==> src/rtl/spi_cmd_pkg.sv <==
`timescale 1ns/1ps
package spi_cmd_pkg;
   localparam logic [3:0] OFS_OPCODE = 4'h0;
   localparam logic [3:0] OFS_COUNT  = 4'h1;
   localparam logic [3:0] OFS_CTRL   = 4'h2;
   localparam logic [3:0] OFS_DATA   = 4'hC;
   localparam logic [3:0] OFS_PTR    = 4'hD;
   localparam int CTRL_GO_BIT   = 0;
   localparam int CTRL_PCLR_BIT = 4;

   typedef enum logic [1:0] {
      SQ_IDLE  = 2'd0,
      SQ_LOAD  = 2'd1,
      SQ_SHIFT = 2'd2,
      SQ_TAIL  = 2'd3
   } seq_state_t;
endpackage

==> src/rtl/spi_half_tick.sv <==
`timescale 1ns/1ps
module spi_half_tick #(
   parameter int DIV_HALF = 4
) (
   input  logic clk,
   input  logic rst_n,
   input  logic run,
   output logic tick
);
   localparam int CW = (DIV_HALF > 1) ? $clog2(DIV_HALF) : 1;
   localparam logic [CW-1:0] LAST = CW'(DIV_HALF - 1);

   logic [CW-1:0] cnt_q;

   always_ff @(posedge clk or negedge rst_n) begin
      if (!rst_n)             cnt_q <= '0;
      else if (!run)          cnt_q <= '0;
      else if (cnt_q == LAST) cnt_q <= '0;
      else                    cnt_q <= cnt_q + 1'b1;
   end

   assign tick = run && (cnt_q == LAST);
endmodule

==> src/rtl/spi_byte_shift.sv <==
`timescale 1ns/1ps
module spi_byte_shift #(
   parameter int W = 8
) (
   input  logic         clk,
   input  logic         rst_n,
   input  logic         load,
   input  logic [W-1:0] din,
   input  logic         tick,
   input  logic         miso_i,
   output logic         sck_o,
   output logic         mosi_o,
   output logic         done,
   output logic [W-1:0] rx_byte
);
   localparam int HCW = $clog2(2 * W);
   localparam logic [HCW-1:0] LAST = HCW'(2 * W - 1);

   logic           active_q;
   logic [HCW-1:0] hcnt_q;
   logic [W-1:0]   tx_sr_q;
   logic [W-1:0]   rx_sr_q;
   logic           sck_q;

   always_ff @(posedge clk or negedge rst_n) begin
      if (!rst_n) begin
         active_q <= 1'b0;
         hcnt_q   <= '0;
         tx_sr_q  <= '1;
         rx_sr_q  <= '0;
         sck_q    <= 1'b0;
      end else if (load) begin
         active_q <= 1'b1;
         hcnt_q   <= '0;
         tx_sr_q  <= din;
         sck_q    <= 1'b0;
      end else if (active_q && tick) begin
         if (!hcnt_q[0]) begin
            sck_q   <= 1'b1;
            rx_sr_q <= {rx_sr_q[W-2:0], miso_i};
         end else begin
            sck_q   <= 1'b0;
            tx_sr_q <= {tx_sr_q[W-2:0], 1'b1};
         end
         hcnt_q <= hcnt_q + 1'b1;
         if (hcnt_q == LAST) active_q <= 1'b0;
      end
   end

   assign done    = active_q && tick && (hcnt_q == LAST);
   assign sck_o   = sck_q;
   assign mosi_o  = tx_sr_q[W-1];
   assign rx_byte = rx_sr_q;
endmodule

==> src/rtl/spi_ring_store.sv <==
`timescale 1ns/1ps
module spi_ring_store #(
   parameter int DEPTH = 8,
   parameter int W     = 8
) (
   input  logic                     clk,
   input  logic                     rst_n,
   input  logic                     clr,
   input  logic                     we,
   input  logic [W-1:0]             wdata,
   input  logic                     adv,
   output logic [W-1:0]             rd_data,
   output logic [$clog2(DEPTH)-1:0] ptr
);
   localparam int PW = $clog2(DEPTH);

   logic [W-1:0]  mem_q [DEPTH];
   logic [PW-1:0] ptr_q;

   always_ff @(posedge clk or negedge rst_n) begin
      if (!rst_n) begin
         for (int i = 0; i < DEPTH; i++) mem_q[i] <= '0;
      end else if (we) begin
         mem_q[ptr_q] <= wdata;
      end
   end

   always_ff @(posedge clk or negedge rst_n) begin
      if (!rst_n)   ptr_q <= '0;
      else if (clr) ptr_q <= '0;
      else if (adv) ptr_q <= ptr_q + 1'b1;
   end

   assign rd_data = mem_q[ptr_q];
   assign ptr     = ptr_q;
endmodule

==> src/rtl/spi_cmd_engine.sv <==
`timescale 1ns/1ps
module spi_cmd_engine
   import spi_cmd_pkg::*;
#(
   parameter int DIV_HALF  = 4,
   parameter int DEPTH     = 8,
   parameter int MAX_BYTES = 8
) (
   input  logic       clk,
   input  logic       rst_n,
   input  logic       reg_wr,
   input  logic       reg_rd,
   input  logic [3:0] reg_addr,
   input  logic [7:0] reg_wdata,
   output logic [7:0] reg_rdata,
   output logic       spi_sck,
   output logic       spi_cs_n,
   output logic       spi_mosi,
   input  logic       spi_miso
);
   localparam int PW = $clog2(DEPTH);
   localparam logic [3:0] CNT_MAX = 4'(MAX_BYTES);

   if (DIV_HALF < 2) begin : g_bad_div
      $error("DIV_HALF must be at least 2");
   end
   if (DEPTH < 2 || DEPTH > 8 || (DEPTH & (DEPTH - 1)) != 0) begin : g_bad_depth
      $error("DEPTH must be a power of two between 2 and 8");
   end
   if (MAX_BYTES < 1 || MAX_BYTES > 15) begin : g_bad_max
      $error("MAX_BYTES must fit the 4-bit count fields");
   end

   // Saturated count fields: index 0 is transmit (bits 3:0), 1 is receive (bits 7:4)
   logic [3:0] cnt_sat [2];
   for (genvar f = 0; f < 2; f++) begin : g_sat
      assign cnt_sat[f] = (reg_wdata[4*f +: 4] > CNT_MAX) ? CNT_MAX : reg_wdata[4*f +: 4];
   end

   seq_state_t st_q;
   logic       busy_q, cs_n_q, is_op_q;
   logic [7:0] opcode_q;
   logic [3:0] tx_cnt_q, rx_cnt_q;
   logic [4:0] left_q, sent_q;

   logic          tick, sh_done, sh_sck, sh_mosi;
   logic [7:0]    sh_rx, sh_din, ring_rd;
   logic [PW-1:0] ring_ptr;

   // Host access decode: everything is gated off while a command runs
   logic acc_wr, acc_rd, wr_op, wr_cnt, wr_ctrl, host_dwr, host_drd, go, pclr, eng_store;
   assign acc_wr    = reg_wr && !busy_q;
   assign acc_rd    = reg_rd && !busy_q;
   assign wr_op     = acc_wr && (reg_addr == OFS_OPCODE);
   assign wr_cnt    = acc_wr && (reg_addr == OFS_COUNT);
   assign wr_ctrl   = acc_wr && (reg_addr == OFS_CTRL);
   assign host_dwr  = acc_wr && (reg_addr == OFS_DATA);
   assign host_drd  = acc_rd && (reg_addr == OFS_DATA);
   assign go        = wr_ctrl && reg_wdata[CTRL_GO_BIT];
   assign pclr      = wr_ctrl && reg_wdata[CTRL_PCLR_BIT];
   assign eng_store = (st_q == SQ_SHIFT) && sh_done && !is_op_q;

   always_ff @(posedge clk or negedge rst_n) begin
      if (!rst_n) begin
         opcode_q <= '0;
         tx_cnt_q <= '0;
         rx_cnt_q <= '0;
      end else begin
         if (wr_op) opcode_q <= reg_wdata;
         if (wr_cnt) begin
            tx_cnt_q <= cnt_sat[0];
            rx_cnt_q <= cnt_sat[1];
         end
      end
   end

   // Command sequencer
   always_ff @(posedge clk or negedge rst_n) begin
      if (!rst_n) begin
         st_q    <= SQ_IDLE;
         busy_q  <= 1'b0;
         cs_n_q  <= 1'b1;
         is_op_q <= 1'b0;
         left_q  <= '0;
         sent_q  <= '0;
      end else begin
         unique case (st_q)
            SQ_IDLE: if (go) begin
               busy_q  <= 1'b1;
               cs_n_q  <= 1'b0;
               is_op_q <= 1'b1;
               left_q  <= 5'(tx_cnt_q) + 5'(rx_cnt_q);
               sent_q  <= '0;
               st_q    <= SQ_LOAD;
            end
            SQ_LOAD: st_q <= SQ_SHIFT;
            SQ_SHIFT: if (sh_done) begin
               is_op_q <= 1'b0;
               if (!is_op_q) sent_q <= sent_q + 1'b1;
               if ((is_op_q && left_q == 5'd0) || (!is_op_q && (sent_q + 5'd1) == left_q))
                  st_q <= SQ_TAIL;
               else
                  st_q <= SQ_LOAD;
            end
            SQ_TAIL: if (tick) begin
               cs_n_q <= 1'b1;
               busy_q <= 1'b0;
               st_q   <= SQ_IDLE;
            end
            default: st_q <= SQ_IDLE;
         endcase
      end
   end

   assign sh_din = is_op_q ? opcode_q :
                   (sent_q < 5'(tx_cnt_q)) ? ring_rd : 8'hFF;

   spi_half_tick #(.DIV_HALF(DIV_HALF)) u_tick (
      .clk   (clk),
      .rst_n (rst_n),
      .run   (busy_q),
      .tick  (tick)
   );

   spi_byte_shift #(.W(8)) u_shift (
      .clk     (clk),
      .rst_n   (rst_n),
      .load    (st_q == SQ_LOAD),
      .din     (sh_din),
      .tick    (tick),
      .miso_i  (spi_miso),
      .sck_o   (sh_sck),
      .mosi_o  (sh_mosi),
      .done    (sh_done),
      .rx_byte (sh_rx)
   );

   spi_ring_store #(.DEPTH(DEPTH), .W(8)) u_ring (
      .clk     (clk),
      .rst_n   (rst_n),
      .clr     (pclr || go),
      .we      (host_dwr || eng_store),
      .wdata   (busy_q ? sh_rx : reg_wdata),
      .adv     (host_dwr || host_drd || eng_store),
      .rd_data (ring_rd),
      .ptr     (ring_ptr)
   );

   always_comb begin
      unique case (reg_addr)
         OFS_OPCODE: reg_rdata = opcode_q;
         OFS_COUNT:  reg_rdata = {rx_cnt_q, tx_cnt_q};
         OFS_CTRL:   reg_rdata = {7'b0, busy_q};
         OFS_DATA:   reg_rdata = ring_rd;
         OFS_PTR:    reg_rdata = 8'(ring_ptr);
         default:    reg_rdata = 8'h00;
      endcase
   end

   assign spi_sck  = sh_sck;
   assign spi_mosi = sh_mosi;
   assign spi_cs_n = cs_n_q;
endmodule

==> config.mk <==
export PLATFORM = sky130hd
export DESIGN_NAME = spi_cmd_engine
export DESIGN_NICKNAME = d
export VERILOG_FILES = /design/src/rtl/spi_cmd_pkg.sv /design/src/rtl/spi_half_tick.sv /design/src/rtl/spi_byte_shift.sv /design/src/rtl/spi_ring_store.sv /design/src/rtl/spi_cmd_engine.sv
export SDC_FILE = /design/constraint.sdc
export NUM_CORES = 1
export LEC_CHECK = 0
export BUFFER_PORTS_ARGS = -buffer_cell sky130_fd_sc_hd__buf_2
export CORE_ASPECT_RATIO = 1.75
export CORE_MARGIN = 2
export CORE_UTILIZATION = 35
export DETAILED_ROUTE_END_ITERATION = 12
export GPL_TIMING_DRIVEN = 0
export PLACE_DENSITY_LB_ADDON = 0.3
export SLEW_MARGIN = 20
export SYNTH_ARGS = -nofsm -noshare
export SYNTH_HDL_FRONTEND = slang
export SYNTH_SLANG_ARGS = --single-unit
==> constraint.sdc <==
create_clock -name clk -period 2.58 [get_ports clk]
set_input_delay 0.387 -clock clk [delete_from_list [all_inputs] [get_ports clk]]
set_output_delay 0.387 -clock clk [all_outputs]
set_load 0.1 [all_outputs]
; Word level (Yosys, flattened, before mapping)
; Index checks and enable logic that the tools add are counted.
[totals]
ff_bits = 122
output_inout_bits = 11
elab_cells = 136
[op_classes]
n_addsub = 5
magnitude_cmp = 5
eq_ne = 14
muxes = 44
n_bitwise = 3
n_reduce_logical = 41
[op_table]
columns = operator, n
row1 = 8-bit 2-to-1 mux, 9
row2 = 64-bit bitwise mux, 1
row3 = 8-bit case mux with 5 select lines, 1
row4 = 8-bit binary-select mux with 3-bit select, 1
row5 = 8-bit demux with 3-bit select, 1
row6 = 1-bit logical AND, 17
row7 = 4-bit 2-to-1 mux, 4
row8 = 5-bit 2-to-1 mux, 3
row9 = 4-bit equality test (second input constant), 3
row10 = 2-bit 2-to-1 mux, 6
row11 = 3-bit AND reduction, 4
row12 = 2-bit nonzero test, 6
row13 = 1-bit 2-to-1 mux, 11
row14 = 5-bit case mux with 2 select lines, 1
row15 = 4-bit greater-than comparator (second input constant), 2
row16 = 2-bit case mux with 4 select lines, 1
row17 = 2-bit equality test (second input constant), 3
row18 = 3-bit 2-to-1 mux, 2
row19 = 2-bit != test (second input constant), 3
row20 = 1-bit case mux with 2 select lines, 3
row21 = 2-bit AND reduction, 3
row22 = 4-bit by 4-bit adder with 5-bit output, 1
row23 = 5-bit by 1-bit adder with 5-bit output (second input constant), 1
row24 = 5-bit equality test, 1
row25 = other kinds (18), 24

; Longest topological paths before layout
; Gate-level depths: netlist of run 1.
[logic_depth]
depth_word = 9
depth_mapped = 9
ltp_nobuf = 7

; Modules after synthesis
; Synthesis of run 1 repeated with hierarchy kept, for this count alone.
[hier_totals]
cells_unflattened = 526
hier_area_um2 = 6211.0
[by_module_without_submodules]
columns = module, instances, cells_per_inst, area_each_um2, seq_area_each_um2
row1 = spi_ring_store, 1, 223, 3131.8, 1676.6
row2 = spi_cmd_engine, 1, 213, 2048.2, 777.0
row3 = spi_byte_shift, 1, 84, 942.2, 535.5
row4 = spi_half_tick, 1, 6, 88.8, 50.0

; Worst setup path before layout of run 1
; Ideal clock, no wire load.
[synth_timing]
path_kind = reg2out
startpoint = reg u_ring.ptr_q[0], in the netlist u_ring.ptr[0]
endpoint = out reg_rdata[3]
t_arrival_ns = 3.310
path_slack_ns = -1.117
path_stages_with_launch = 7
cell_sequence = dfrtp_1 clkbuf_1 and2_1 a22oi_1 nand2_1 a21oi_1 o21ai_0
[synth_between]
elab_chain_len = 5
[synth_lines]
columns = element, line
row1 = from (decl), spi_ring_store.sv:18  ; logic [PW-1:0] ptr_q;
row2 = from (signal assigned), spi_ring_store.sv:31  ; else if (adv) ptr_q <= ptr_q + 1'b1;
row3 = 3-bit inverter with 4-bit output (not written as such), spi_ring_store.sv:34  ; assign rd_data = mem_q[ptr_q];
row4 = 8-bit binary-select mux with 3-bit select, spi_ring_store.sv:34
row5 = 8-bit 2-to-1 mux (not written as such) (2 in a row), spi_ring_store.sv:34
row6 = 8-bit case mux with 5 select lines, spi_cmd_engine.sv:150  ; unique case (reg_addr)
row7 = to (decl), spi_cmd_engine.sv:15  ; output logic [7:0] reg_rdata,
; Every way passes these cells. The select of a mux whose other input is x is not followed.

; Final worst setup path of run 1
[layout_timing]
startpoint = reg u_ring.ptr_q[1], in the netlist u_ring.ptr[1]
endpoint = out reg_rdata[0]
; The elaborated chain is that of the path after synthesis.

==> flow_summary.ini, run 1 <==
[outcome]
run_status = finished, violations left
violations = negative hold slack, negative setup slack

[drt]
vias_per_cell = 5.54
num_vias = 4813
drt_pre_antenna_iters = 5
routed_wire_per_std_cell_um = 20.2
ant_nets = 0
route.detailed.drc = 0
detail_route.iter0.violations = 314
drt_total_wl_um = 17500

[cells_and_area]
leading_cell_type_in_the_layout_fill_and_taps_excluded = sky130_fd_sc_hd__dfrtp_1
fin_nets = 657
layout-area-overhead-vs-synth_pct = 22.0
finalNonFillerCells = 868
most-common-layout-cells = sky130_fd_sc_hd__dfrtp_1, sky130_fd_sc_hd__nand2_1, sky130_fd_sc_hd__o21ai_0, sky130_fd_sc_hd__nor2_1, sky130_fd_sc_hd__a21oi_1
layout_cells_sized_above_1_pct = 26.4
diodes = 0

[floorplanning]
row_count = 63
die_h_um = 178
dieArea_um2 = 18300
floorplan.initialDensity_pct = 35.6
floorplan.die.width_um = 103
coreArea_um2 = 16900
io_pins = 28

[pwr]
static-leakage-power_uw = 0.00323
pwr-share-clk_pct = 43.4
switching_share_pct = 30.5
p_int_uw = 3930
peakVddDrop_v = 0.000447
p_seq_share_pct = 38.7
power.share.combinational_pct = 17.9
p_switching_uw = 1720
power.density_cell_area_nw_per_um2 = 768

[clock_tree]
htree_num_levels = 4
cts.sink_count = 121
cts_root_buf = sky130_fd_sc_hd__clkbuf_16
path_clk_slew_ns = 0.06
cts_hold_buf = 0
clockBufferDepth = 2
clock_latency_ns = 0.43
clock_tree_from_tritoncts = built
cts_buffer_count = 17

[logic_synthesis]
postSynthNetCount = 606
dominant_combinational_cell_family_by_area_after_synthesis = compound AO/OA/AOI/OAI gates
post-synth-top-area-cell = sky130_fd_sc_hd__dfrtp_1
synth_edf_count = 0
synth.top_cell.area_share_pct = 46.5
netlist-cell-type-count = 58
synthSimpleGateAreaFrac_pct = 14.4
synthMuxAreaShare_pct = 11.1
synth_adder_area_share_pct = 2.62
netlist_top_cells_area = sky130_fd_sc_hd__dfrtp_1, sky130_fd_sc_hd__o21ai_0, sky130_fd_sc_hd__mux2i_1
yosys_warnings = 0
yosys_most_used_dff = sky130_fd_sc_hd__dfrtp_1
post_synth_instance_area_um2 = 6030
synth-xor-area-share_pct = 2.32
synth_compound_gate_area_share_pct = 15.9
post_synth.cell_area_avg_um2 = 10.4
ys_seq_area_share_pct = 50.4
netlist_instances = 577
postSynthRegisterBits = 121
asyncSetResetFlopFracSynth_pct = 100

[hold_path]
hold_path_class = input port to async pin

[global_routing]
grt_first_pass_wirelength_um = 27000
antenna_found_initial = 0
track_usage_pct = 19.9
grt_start_max_net_pins = 72
grt_overflow = 0
grt_pass1_vias = 5069

[timing]
max_slew_vio_count = 0
finClkSkew_ns = 0.00892
worst_pin_slew_ns = 0.910
final-hold-violation-count = 23
holdWs_ns = -0.0238
fin_crit_sh_pct = 102
setup_repair_after_global_routing_missed_its_margin = yes
clock.fmax_mhz = 381
fin_crit_ns = 2.62
final_critical_path_setup_slack_ns = -0.0419
relSlewSlack_pct = 38.9
finalSetupViolCount = 2

[placed_design]
place.detailed.hpwl_um = 13000
buffer_ports.inserted = 23
place.gp.congestion = 0.863
numPlacedInstances = 828

[setup_path]
timing.critical_path.fanout_max = 10
worst_setup_path_end_kind = primary output
timing.critical_path.arrival_ns = 2.23
worst-endpoint-required_ns = 2.19
worstSetupPathType = register to primary output
timing.critical_path.from_type = register

[run]
cap_violations = 0
-- kinds of logic after synthesis --
family | after synthesis
xor+xnor | 16
compound gates | 152
simple gates | 179
buf+inv | 43
flops | 121
fa+ha+maj | 12
mux | 54
-- what timing repair did --
action / CTS / global route
pin swaps: 2 / 2
setup endpoints to repair: 8 / 19
resized for setup: 38 / 19
setup buffers: 7 / 1
-- critical path: stages (launching register included) --
cell	delay, ns
sky130_fd_sc_hd__dfrtp_2	0.46
sky130_fd_sc_hd__buf_6	0.17
sky130_fd_sc_hd__nor2b_2	0.18
sky130_fd_sc_hd__a221oi_1	0.32
sky130_fd_sc_hd__a31oi_1	0.09
sky130_fd_sc_hd__nor2_2	0.24
sky130_fd_sc_hd__o221ai_2	0.14
sky130_fd_sc_hd__buf_8	0.21
-- synth_stat cells (8+ instances only) --
cell / count
sky130_fd_sc_hd__nor3_1: 12
sky130_fd_sc_hd__a22oi_1: 8
sky130_fd_sc_hd__xnor2_1: 9
sky130_fd_sc_hd__dfrtp_1: 112
sky130_fd_sc_hd__a221oi_1: 11
sky130_fd_sc_hd__nor2_1: 53
sky130_fd_sc_hd__mux2i_1: 25
sky130_fd_sc_hd__nand2b_1: 11
sky130_fd_sc_hd__nand2_1: 60
sky130_fd_sc_hd__inv_1: 13
sky130_fd_sc_hd__buf_2: 18
sky130_fd_sc_hd__o21ai_0: 61
sky130_fd_sc_hd__ha_1: 11
sky130_fd_sc_hd__nand3_1: 12
sky130_fd_sc_hd__mux4_2: 8
sky130_fd_sc_hd__dfstp_2: 9
sky130_fd_sc_hd__a21oi_1: 42
sky130_fd_sc_hd__mux2_2: 21
-- registers in the layout (all words and copies together), names as in the netlist --
name              count
busy_q                1
u_shift.active_q      1
opcode_q              8
u_shift.hcnt_q        4
spi_cs_n              1
u_ring.ptr            3
is_op_q               1
rx_cnt_q              4
left_q                5
u_ring.mem_q         64
sent_q                5
st_q                  2
tx_cnt_q              4
u_tick.cnt_q          2
u_shift.tx_sr_q       8
u_shift.rx_byte       8
-- area by class of cell --
class	instances	area (um2)
clock buffer	17	425
sequential	121	3040
tap	227	284
fill	1569	9590
buffer	29	189
inverter	14	56.3
clock inverter	15	176
multi-input combinational	413	2920
timing repair buffer	32	263
-- routing by layer --
layer,share of wire [%],GRT usage (%),wire (um)
met4,5.2,11.8,904
met3,4.2,3.35,729
met2,57,38.0,10000
met5,0,0,0
met1,33,19.0,5840
-- through the flow --
stage               cell area [um2]  setup slack [ns]  TNS [ns]  power [uW]  utilization, %
floorplan                      6050            -0.361    -0.361        2790               -
global placement               6450            -0.347    -38.17        3040            38.1
detailed placement             6490            -0.182    -0.673        3070            38.3
CTS                            7260          0.000551         0        5630            42.9
global route                   7350           -0.0570    -0.241        5850            43.4
finish                         7350           -0.0419   -0.0557        5650            43.4
-- worst paths after layout --
check,start,endpoint,slack (ns),cells after the start
min reg2reg,u_tick.cnt_q[0]$_DFF_PN0_,u_tick.cnt_q[0]$_DFF_PN0_,0.44,1
min in group clk,spi_miso,u_shift.rx_byte[0]$_DFFE_PN0P_,0.20,2
max,u_ring.ptr[1]$_DFFE_PN0P_,reg_rdata[0],-0.04,7
max in group asynchronous,rst_n,u_shift.tx_sr_q[6]$_DFFE_PN1P_,1.86,2
min,rst_n,sent_q[4]$_DFFE_PN0P_,-0.02,1
max reg2reg,u_shift.hcnt_q[0]$_DFFE_PN0P_,u_ring.mem_q[41]$_DFFE_PN0P_,0.06,6
-- power by group through the flow --
stage	logic (uW)	clock network [uW]	registers [uW]
finish	1010	2450	2180
global route	1090	2560	2200
CTS	969	2470	2180
detailed placement	855	0	2220
global placement	828	0	2210
floorplan	539	0	2260
Note: power is estimated with default switching activity, not from simulation.
==> inputs of run 2 (changes only) <==
--- a/config.mk
+++ b/config.mk
@@ -6,8 +6,9 @@
 export NUM_CORES = 1
 export LEC_CHECK = 0
 export BUFFER_PORTS_ARGS = -buffer_cell sky130_fd_sc_hd__buf_2
+export CELL_PAD_IN_SITES_DETAIL_PLACEMENT = 0
+export CELL_PAD_IN_SITES_GLOBAL_PLACEMENT = 1
 export CORE_ASPECT_RATIO = 1.75
-export CORE_MARGIN = 2
 export CORE_UTILIZATION = 35
 export DETAILED_ROUTE_END_ITERATION = 12
 export GPL_TIMING_DRIVEN = 0
==> run 2 against run 1 <==
- the run now ends clean
- register-to-register slack worse by 0.05 ns
- clock skew up 0.0042 ns
- non-clock buffer count up 12
- design area up 3.1%
- first-iteration DRC count down 30%
- critical path depth up 7
- largest cell class unchanged
==> flow_summary.ini, run 2 (synthesized netlist as in run 1, its figures left out) <==
[cells_and_area]
final_area_um2 = 7580
fin_nets = 669
layout_cells_sized_above_1_pct = 28.9
finalNonFillerCells = 880
finalCoreUtilization_pct = 44.9
multi_input_gate_area_um2 = 3030
largest_register_ff_count = 64
layout-area-overhead-vs-synth_pct = 25.7
most-common-layout-cells = sky130_fd_sc_hd__dfrtp_1, sky130_fd_sc_hd__nand2_1, sky130_fd_sc_hd__o21ai_0, sky130_fd_sc_hd__nor2_1, sky130_fd_sc_hd__a21oi_1
top_register = u_ring.mem_q
regArea_um2 = 3040
leading_cell_type_in_the_layout_fill_and_taps_excluded = sky130_fd_sc_hd__dfrtp_1
diodes = 0
n_fill_cell = 1639

[setup_path]
timing.critical_path.arrival_ns = 2.89
worst-endpoint-required_ns = 2.90
worst_setup_path_end_kind = register
worstSetupPathType = register to register
timing.critical_path.fanout_max = 10
timing.critical_path.from_type = register

[drt]
ant_nets = 0
vias_per_cell = 5.37
detail_route.iter0.violations = 220
drt_total_wl_um = 17800
route.detailed.drc = 0
drt_pre_antenna_iters = 5
routed_wire_per_std_cell_um = 20.2
num_vias = 4727

[run]
cap_violations = 0

[timing]
clock.fmax_mhz = 389
fin_crit_sh_pct = 99.6
fin_crit_ns = 2.57
worst_pin_slew_ns = 0.770
finClkSkew_ns = 0.0131
setup_repair_after_global_routing_missed_its_margin = yes
finalSetupViolCount = 0
final-hold-violation-count = 0
relSlewSlack_pct = 47.2
max_slew_vio_count = 0

[global_routing]
grt_overflow = 0
grt_pass1_vias = 4963
antenna_found_initial = 0
track_usage_pct = 21.8
grt_start_max_net_pins = 80
grt_first_pass_wirelength_um = 28200

[clock_tree]
clockBufferDepth = 2
clock_latency_ns = 0.42
clock_tree_from_tritoncts = built
cts_buffer_count = 17
htree_num_levels = 4
cts.sink_count = 121
path_clk_slew_ns = 0.06
cts_root_buf = sky130_fd_sc_hd__clkbuf_16

[floorplanning]
coreArea_um2 = 16900
floorplan.die.width_um = 101
floorplan.initialDensity_pct = 35.7
io_pins = 28
row_count = 63
die_h_um = 176
dieArea_um2 = 17800

[hold_path]
hold_path_class = input port to register

[pwr]
static-leakage-power_uw = 0.00329
power.density_cell_area_nw_per_um2 = 749
power.share.combinational_pct = 20.3
switching_share_pct = 30.9
p_seq_share_pct = 38.4
p_int_uw = 3920
p_switching_uw = 1760
peakVddDrop_v = 0.000584
pwr-share-clk_pct = 41.3

[placed_design]
placed_cell_area_um2 = 6490
buffer_ports.inserted = 23
numPlacedInstances = 828
place.detailed.hpwl_um = 13200
place.gp.congestion = 0.831

[outcome]
run_status = complete, no violations
[run 2: changes by cell type in the layout (fill, tap and decap cells not counted), moves of 3 or more]
cell,delta
sky130_fd_sc_hd__buf_8,+4
sky130_fd_sc_hd__buf_4,+9
sky130_fd_sc_hd__clkinv_4,+3
sky130_fd_sc_hd__o211ai_4,+3
sky130_fd_sc_hd__buf_6,-3
sky130_fd_sc_hd__o211ai_2,-3
[run 2: final cells by class]
type / count / share of cell area, %
Sequential cell: 121 / 40.2
Multi-Input combinational cell: 413 / 40.0
Clock buffer: 17 / 5.61
Timing Repair Buffer: 44 / 4.97
Tap cell: 227 / 3.75
Buffer: 29 / 2.74
Clock inverter: 15 / 2.05
Inverter: 14 / 0.743
[run 2: worst max-delay path: stages (launching register included)]
cell and delay [ns]:
sky130_fd_sc_hd__dfrtp_2 0.43, sky130_fd_sc_hd__buf_8 0.18, sky130_fd_sc_hd__mux2_2 0.35, sky130_fd_sc_hd__nand3_1 0.08
sky130_fd_sc_hd__o211ai_1 0.13, sky130_fd_sc_hd__buf_4 0.16, sky130_fd_sc_hd__buf_4 0.12, sky130_fd_sc_hd__buf_4 0.12
sky130_fd_sc_hd__buf_4 0.12, sky130_fd_sc_hd__buf_4 0.12, sky130_fd_sc_hd__buf_4 0.12, sky130_fd_sc_hd__buf_4 0.12
sky130_fd_sc_hd__buf_4 0.13, sky130_fd_sc_hd__o221ai_1 0.19, sky130_fd_sc_hd__o21ai_0 0.12
[run 2: worst paths after layout]
path / start / end / slack [ns] / depth (start not counted)
hold reg to reg: u_tick.cnt_q[0]$_DFF_PN0_ / u_tick.cnt_q[0]$_DFF_PN0_ / 0.44 / 1
setup reg to reg: u_ring.ptr[0]$_DFFE_PN0P_ / u_shift.tx_sr_q[2]$_DFFE_PN1P_ / 0.01 / 14
min in group asynchronous: rst_n / sent_q[1]$_DFFE_PN0P_ / 0.46 / 2
hold / removal: spi_miso / u_shift.rx_byte[0]$_DFFE_PN0P_ / 0.24 / 2
setup / recovery: u_ring.ptr[0]$_DFFE_PN0P_ / u_shift.tx_sr_q[2]$_DFFE_PN1P_ / 0.01 / 14
max in group asynchronous: rst_n / u_shift.tx_sr_q[6]$_DFFE_PN1P_ / 1.34 / 3
[run 2: layer usage]
layer	wire, um	global-route usage, %	vias up
met2	10100	40.6	143
met5	0	0	-
met4	765	11.7	0
met3	659	3.98	50
met1	6240	22.6	2336
li1	-	-	2198
[run 2: what timing repair did]
action	4_1_cts	5_1_grt
setup endpoints to repair	11	35
hold buffers	1	0
endpoints found under the hold margin	42	0
pin swaps	3	2
buffers inserted	16	3
gates resized for setup	53	32
[run 2: through the flow]
step	worst slack, ns	TNS [ns]	hold slack, ns	power (uW)
4_1_cts	-0.00687	-0.00687	0.238	5610
5_1_grt	-0.0837	-0.238	0.240	5920
2_1_floorplan	-0.361	-0.361	0.0914	2790
3_5_place_dp	-0.177	-1.12	0.340	3070
3_3_place_gp	-0.371	-40.91	0.426	3050
6_report	0.0101	0	0.243	5670
[run 2: power groups by stage]
stage	clock network, uW	logic [uW]	registers, uW
floorplan	0	539	2260
global placement	0	839	2210
detailed placement	0	860	2210
CTS	2360	1070	2170
global route	2480	1240	2200
finish	2340	1150	2180
